--- src/rtl/olc_pkg.sv ---
package olc_pkg;
  localparam int REGS_PER_CELL = 2;

  typedef enum logic {
    MODE_DATA   = 1'b0,
    MODE_TOGGLE = 1'b1
  } flop_mode_e;

  typedef enum logic {
    SRC_TERM = 1'b0,
    SRC_PIN  = 1'b1
  } clk_src_e;
endpackage

--- src/rtl/olc_rise_det.sv ---
module olc_rise_det (
  input  logic clk,
  input  logic rst,
  input  logic level,
  output logic rise
);
  logic seen_q;

  // held high through reset so a source already high gives no edge
  always_ff @(posedge clk) begin
    if (rst) seen_q <= 1'b1;
    else     seen_q <= level;
  end

  assign rise = level & ~seen_q;
endmodule

--- src/rtl/olc_flop.sv ---
module olc_flop
  import olc_pkg::*;
(
  input  logic       clk,
  input  logic       rst,
  input  flop_mode_e mode,
  input  clk_src_e   src_sel,
  input  logic       term_clk,
  input  logic       pin_clk,
  input  logic       sum,
  input  logic       arst,
  input  logic       preset,
  input  logic       load_en,
  input  logic       load_val,
  output logic       q_vis
);
  logic src_lvl;
  logic act_edge;
  logic q_r;
  logic q_nxt;

  assign src_lvl = (src_sel == SRC_PIN) ? pin_clk : term_clk;

  olc_rise_det edge_i (
    .clk   (clk),
    .rst   (rst),
    .level (src_lvl),
    .rise  (act_edge)
  );

  always_comb begin
    q_nxt = q_r;
    if (arst)          q_nxt = 1'b0;
    else if (load_en)  q_nxt = load_val;
    else if (act_edge) begin
      if (preset)                   q_nxt = 1'b1;
      else if (mode == MODE_TOGGLE) q_nxt = q_r ^ sum;
      else                          q_nxt = sum;
    end
  end

  always_ff @(posedge clk) begin
    if (rst) q_r <= 1'b0;
    else     q_r <= q_nxt;
  end

  // reset term acts at once on the visible value
  assign q_vis = q_r & ~arst;
endmodule

--- src/rtl/olc_cell.sv ---
module olc_cell
  import olc_pkg::*;
(
  input  logic                     clk,
  input  logic                     rst,
  input  logic                     pin_clk,
  input  logic                     preset,
  input  logic                     load_en,
  input  logic [REGS_PER_CELL-1:0] sum,
  input  logic [REGS_PER_CELL-1:0] term_clk,
  input  logic [REGS_PER_CELL-1:0] arst,
  input  logic [REGS_PER_CELL-1:0] mode_tog,
  input  logic [REGS_PER_CELL-1:0] use_pin_clk,
  input  logic [REGS_PER_CELL-1:0] load_val,
  input  logic                     sel_second,
  input  logic                     oe_term,
  output logic [REGS_PER_CELL-1:0] q,
  output logic                     pad_out,
  output logic                     pad_oe
);
  for (genvar k = 0; k < REGS_PER_CELL; k++) begin : g_reg
    olc_flop flop_i (
      .clk      (clk),
      .rst      (rst),
      .mode     (flop_mode_e'(mode_tog[k])),
      .src_sel  (clk_src_e'(use_pin_clk[k])),
      .term_clk (term_clk[k]),
      .pin_clk  (pin_clk),
      .sum      (sum[k]),
      .arst     (arst[k]),
      .preset   (preset),
      .load_en  (load_en),
      .load_val (load_val[k]),
      .q_vis    (q[k])
    );
  end

  assign pad_out = sel_second ? q[1] : q[0];
  assign pad_oe  = oe_term;
endmodule

--- src/rtl/olc_bank.sv ---
module olc_bank
  import olc_pkg::*;
#(
  parameter int NUM_CELLS = 4
) (
  input  logic                 clk,
  input  logic                 rst,
  input  logic                 clk_pin,
  input  logic                 sync_preset,
  input  logic                 load_en,
  input  logic [NUM_CELLS-1:0] load_a,
  input  logic [NUM_CELLS-1:0] load_b,
  input  logic [NUM_CELLS-1:0] sum_a,
  input  logic [NUM_CELLS-1:0] sum_b,
  input  logic [NUM_CELLS-1:0] tclk_a,
  input  logic [NUM_CELLS-1:0] tclk_b,
  input  logic [NUM_CELLS-1:0] arst_a,
  input  logic [NUM_CELLS-1:0] arst_b,
  input  logic [NUM_CELLS-1:0] oe_term,
  input  logic [NUM_CELLS-1:0] cfg_tog_a,
  input  logic [NUM_CELLS-1:0] cfg_tog_b,
  input  logic [NUM_CELLS-1:0] cfg_pinclk_a,
  input  logic [NUM_CELLS-1:0] cfg_pinclk_b,
  input  logic [NUM_CELLS-1:0] cfg_pin_sel,
  input  logic [NUM_CELLS-1:0] pad_in,
  output logic [NUM_CELLS-1:0] pad_out,
  output logic [NUM_CELLS-1:0] pad_oe,
  output logic [NUM_CELLS-1:0] fb_a,
  output logic [NUM_CELLS-1:0] fb_b,
  output logic [NUM_CELLS-1:0] fb_pad
);
  for (genvar c = 0; c < NUM_CELLS; c++) begin : g_cell
    logic [REGS_PER_CELL-1:0] cell_q;

    olc_cell cell_i (
      .clk         (clk),
      .rst         (rst),
      .pin_clk     (clk_pin),
      .preset      (sync_preset),
      .load_en     (load_en),
      .sum         ({sum_b[c], sum_a[c]}),
      .term_clk    ({tclk_b[c], tclk_a[c]}),
      .arst        ({arst_b[c], arst_a[c]}),
      .mode_tog    ({cfg_tog_b[c], cfg_tog_a[c]}),
      .use_pin_clk ({cfg_pinclk_b[c], cfg_pinclk_a[c]}),
      .load_val    ({load_b[c], load_a[c]}),
      .sel_second  (cfg_pin_sel[c]),
      .oe_term     (oe_term[c]),
      .q           (cell_q),
      .pad_out     (pad_out[c]),
      .pad_oe      (pad_oe[c])
    );

    assign fb_a[c] = cell_q[0];
    assign fb_b[c] = cell_q[1];
  end

  // pin level returns to the array on its own path
  assign fb_pad = pad_in;
endmodule

--- config.mk ---
export PLATFORM = sky130hd
export DESIGN_NAME = olc_bank
export DESIGN_NICKNAME = d
export VERILOG_FILES = /design/src/rtl/olc_pkg.sv /design/src/rtl/olc_rise_det.sv /design/src/rtl/olc_flop.sv /design/src/rtl/olc_cell.sv /design/src/rtl/olc_bank.sv
export SDC_FILE = /design/constraint.sdc
export NUM_CORES = 1
export LEC_CHECK = 0
export ABC_AREA = 0
export BUFFER_PORTS_ARGS = -buffer_cell sky130_fd_sc_hd__buf_2
export CAP_MARGIN = 20
export CORE_AREA = 2 2 60 62
export CTS_CLUSTER_DIAMETER = 40
export DETAILED_ROUTE_END_ITERATION = 8
export DIE_AREA = 0 0 62 64
export HOLD_SLACK_MARGIN = 0.1
export PLACE_DENSITY = 0.72
export SLEW_MARGIN = 20
export SYNTH_ARGS = -nofsm -noshare
export SYNTH_HDL_FRONTEND = slang
export SYNTH_SLANG_ARGS = --single-unit
export TNS_END_PERCENT = 1
--- constraint.sdc ---
create_clock -name clk -period 1.16 [get_ports clk]
set_input_delay 0.348 -clock clk [delete_from_list [all_inputs] [get_ports clk]]
set_output_delay 0.348 -clock clk [all_outputs]
set_load 0.01 [all_outputs]
# Yosys cells after proc, flatten, opt, wreduce, memory -nomap -nowiden
# Index checks and enable logic that the tools add are counted.
[classes] addsub=0 n_mul=0 div=0 n_lt_le_gt_ge=0 eq_ne=0 n_shift=0 n_mux=44 n_bitwise=40 n_reduce_logical=16
[ops] cell="1-bit two-way mux" count=44
[ops] cell="1-bit bitwise AND" count=16
[ops] cell="1-bit NOT" count=16
[ops] cell="2-bit nonzero test" count=8
[ops] cell="2-bit OR reduction" count=8
[ops] cell="1-bit XOR" count=8
[word_totals] ff_bits=16 latchBits=0 ramBits=0 rom_bits=0 input_bits=65 output_inout_bits=20 wordCells=116 mem_count=0

# Logic depth before layout (Yosys ltp)
[logic_depth] word_depth=5 ltp_mapped=5

# By module
# A second synthesis with hierarchy kept.
[hier_totals] hier_cells=124 area_unflattened_um2=1051.0
[modules_own_cells] module="olc_flop" n_inst=8 cells_each=11 area_per_inst_um2=83.8 seq_area_each_um2=20.0
[modules_own_cells] module="olc_rise_det" n_inst=8 cells_each=3 area_per_inst_um2=32.5 seq_area_each_um2=20.0
[modules_own_cells] module="olc_cell" n_inst=4 cells_each=2 area_per_inst_um2=22.5 seq_area_each_um2=0.0
[modules_own_cells] module="olc_bank" n_inst=1 cells_each=4 area_per_inst_um2=30.0 seq_area_each_um2=0.0

# Least setup slack after synthesis
# Ideal clock, no wire load.
[synth_timing] kind="register -> output" startpoint="register g_cell[2].cell_i.g_reg[1].flop_i.q_r" endpoint="output port pad_out[2]" arrival_time_ps=819 setup_slack_ps=-7 path_stages_with_launch=4 path_cell_list="dfxtp_1 -> nor2b_1 -> mux2_2 -> buf_4"
[synth_via] elab_chain_cells=2
[synth_lines] element="start, declared" line="olc_flop.sv:19" source="logic q_r;"
[synth_lines] element="start signal, assigned" line="olc_flop.sv:44" source="else q_r <= q_nxt;"
[synth_lines] element="1-bit bitwise AND" line="olc_flop.sv:48" source="assign q_vis = q_r & ~arst;"
[synth_lines] element="net g_cell[2].cell_i.g_reg[1].flop_i.q_vis" line="olc_flop.sv:15" source="output logic q_vis"
[synth_lines] element="1-bit two-way mux" line="olc_cell.sv:38" source="assign pad_out = sel_second ? q[1] : q[0];"
[synth_lines] element="end, declared" line="olc_bank.sv:26" source="output logic [NUM_CELLS-1:0] pad_out,"
# The timed path passes the listed nets, and every way through them passes these cells.

# Worst setup path in the final report
[layout_timing] startpoint="register g_cell[2].cell_i.g_reg[0].flop_i.q_r" endpoint="output port pad_out[2]"
[layout_via] elab_chain_cells=2
[layout_lines] element="start, declared" line="olc_flop.sv:19"
[layout_lines] element="start signal, assigned" line="olc_flop.sv:44"
[layout_lines] element="1-bit bitwise AND" line="olc_flop.sv:48"
[layout_lines] element="1-bit two-way mux" line="olc_cell.sv:38"
# No other way between the ends.

==> flow_summary.yaml <==
yosys:
  synth_top_area_frac: 0.271
  syn_area_um2: 1180
  yosys_most_used_dff: "dfxtp_1"
  synth.net_count: 207
  netlist_instances: 142
  ys_ff_latch: 16
  avgSynthCellArea_um2: 8.33
  yosysUniqueCellTypes: 24
  async_reset_ff_frac: 0
  yosys_warnings: 0
  yosys-top-cells-area: "dfxtp_1 (27%), buf_4 (13%), mux2i_1 (5.9%), a211oi_1 (5.1%), nor2_1 (4.4%)"
  synth_top_area_cell: "dfxtp_1"
  seq_area_frac_synth: 0.271
  synth_edf_count: 0
sta:
  layout_setup_ws_ns: -0.334
  min_period_ns: 1.49
  drv_slew: 0
  grt_setup_unrepaired: "yes"
  tightestPinTransition_ns: 0.341
  hold_viol: 0
  fin_hold_ws_ns: 0.302
  fin_skew_ns: 0.00459
  fin_crit_sh: 1.29
  fmaxAchievable_mhz: 669
  relSlewSlack: 0.766
  finalSetupViolCount: 12
critical_path:
  cp_top_family: "flip-flops"
  cp_num_buf_inv: 1
  path_class: "register to output port"
  cp.arrival_ns: 1.15
  rr_startpoint: "g_cell[1].cell_i.g_reg[0].flop_i.q_r"
  worst_ep_required_time_ns: 0.81
  crit_cells: 3
  r2r_cells: 5
  cpPeakStageDelay_ns: 0.33
  r2r_end: "g_cell[1].cell_i.g_reg[0].flop_i.q_r"
  cpMaxStageDelayCell: "dfxtp_2"
  crit_path_start_kind: "register"
  worstPathMaxFanout: 2
  critical_path.cell_chain: "nor2b_4 -> mux2_4 -> buf_6"
  regToRegSetupSlack_ns: 0.13
  worst_setup_path_end_kind: "output port"
cts:
  numCtsBuffers: 3
  ctsHoldBuffers: 0
  cts_tree: "yes"
  path_clk_slew_ns: 0.10
  cts_buffer_depth: 2
  clock-sinks: 16
  clock_latency_ns: 0.29
  cts-root-buf: "clkbuf_4"
  cts_max_level: 1
power_and_ir_drop:
  p_leak_nw: 0.821
  fin_total_pwr_mw: 1.30
  powerDensity_nw_per_um2: 763
  ir_drop_mv: 0.318
run_status:
  outcome: "complete, but fails checks"
  violations: "negative setup slack"
die:
  num_rows: 21
  die_height_um: 64
  start_util: 0.360
  fp.dieW_um: 62
  core_um2: 3280
  num_io_pins: 85
  dieArea_um2: 3970
grt:
  grt_overflow_total: 0
  grt_max_degree: 17
  first_global_vias: 1089
  grtUsageTotal: 0.151
  grt_pass1_wl_um: 4530
  antenna_found_initial: 0
detailed_routing:
  remaining_drc_errors: 0
  postRouteAntennaNets: 0
  drt_pass1_iterations: 4
  routed_wl_um: 3120
  viasPerCell: 4.82
  vias: 1249
  route.detailed.wl_per_inst_um: 12.0
  drtIter0Drc: 92
final_layout:
  stdcell_area_um2: 1710
  areaGrowthSynthToFinish_pct: 44.7
  seqCellArea_um2: 329
  drive_above_1_share: 0.545
  multi_input_area_um2: 693
  fill_cells: 326
  layout.cells.non_filler: 259
  n_antenna_cell: 0
  fin_nets: 280
hold_path:
  hold_depth: 3
  worstHoldStart: "tclk_b[1]"
  hp-class: "input port to register"
  holdPathEnd: "g_cell[1].cell_i.g_reg[1].flop_i.edge_i.seen_q"
place:
  pre_cts_ws_ns: -0.143
  io_buffers: 68
  dp_cells: 251
  dpl_cell_area_um2: 1540
  gp_congestion: 0.739
  hpwl_um: 2360
flow_run:
  max_cap_viol_count: 0
-- worst min-delay path, cell delays in order --
cell and delay, ns:
buf_2 0.11, mux2i_4 0.06, nand2b_1 0.06
-- cell families (layout without fill, tap and decap cells) --
logic type / after synthesis / count (layout) / synth area share
compound gates: 38 / 38 / 0.218
buf+inv: 33 / 104 / 0.194
flops: 16 / 16 / 0.271
mux: 12 / 12 / 0.116
simple gates: 43 / 43 / 0.201
-- registers in the layout, summed over array words and instances (netlist names) --
name and count:
g_cell.cell_i.g.flop_i.q_r 8, g_cell.cell_i.g.flop_i.edge_i.seen_q 8
-- layout make-up --
cell class                 count  area share
clock buffer                   3      0.0132
sequential                    16       0.192
tap                           46      0.0337
timing repair buffer          93       0.338
multi-input combinational     93       0.405
inverter                       8      0.0176
-- repair_timing --
item | 4_1_cts | 5_1_grt
endpoints found under the setup margin | 12 | 12
endpoints found under the hold margin | 0 | 0
buffers inserted | 3 | 2
resized for setup | 16 | 11
-- power breakdown --
part	leakage [nW]	total (mW)	internal, mW	switching, mW
Clock	0.0138	0.306	0.121	0.185
Sequential	0.135	0.602	0.584	0.0185
Combinational	0.672	0.397	0.222	0.174
-- placed cells by master (no fill, tap or decap), drive strengths merged --
cell	synthesis	final
a211oi	8	8
a21oi	7	7
buf	24	93
clkbuf	1	3
dfxtp	16	16
inv	8	8
mux2	4	4
mux2i	8	8
nand2b	8	8
nand3	3	3
nand4	6	6
nor2	15	15
nor2b	8	8
nor3	2	2
o21a	1	1
o21ai	8	8
o311a	1	1
o311ai	6	6
o31ai	7	7
or2	1	1
-- cells in the mapped netlist (3+ instances only) --
cell type / count
buf_4: 20
dfxtp_1: 16
nor2_1: 14
a211oi_1: 8
inv_1: 8
nand2b_1: 8
nor2b_1: 8
o21ai_0: 8
a21oi_1: 7
mux2i_1: 7
o31ai_1: 7
nand4_1: 6
o311ai_1: 6
buf_6: 4
mux2_2: 4
nand3_1: 3
-- worst max-delay path by stage --
stage	start	to	slack [ns]
floorplan	g_cell[1].cell_i.g_reg[0].flop_i.q_r	pad_out[1]	-0.005
global route	g_cell[2].cell_i.g_reg[0].flop_i.q_r	pad_out[2]	-0.36
CTS	g_cell[0].cell_i.g_reg[0].flop_i.q_r	pad_out[0]	-0.32
global placement	load_en	g_cell[2].cell_i.g_reg[1].flop_i.q_r	-0.12
detailed placement	load_en	g_cell[3].cell_i.g_reg[1].flop_i.q_r	-0.14
finish	g_cell[2].cell_i.g_reg[0].flop_i.q_r	pad_out[2]	-0.33
-- metal layers --
layer | vias to the layer above | share of wire | global-route usage
met3 | 5 | 0.089 | 0.0182
met1 | 549 | 0.43 | 0.193
met5 | - | 0 | 0
met2 | 54 | 0.47 | 0.251
met4 | 0 | 0.015 | 0.0559
li1 | 641 | - | -
-- per-stage QoR --
step | utilization | setup TNS (ns)
after floorplan | - | -0.00667
after global placement | 0.470 | -1.11
after detailed placement | 0.470 | -1.21
after CTS | 0.502 | -2.10
after global routing | 0.521 | -2.45
final | 0.521 | -1.96
No activity file was read; power rests on OpenSTA's default activity.
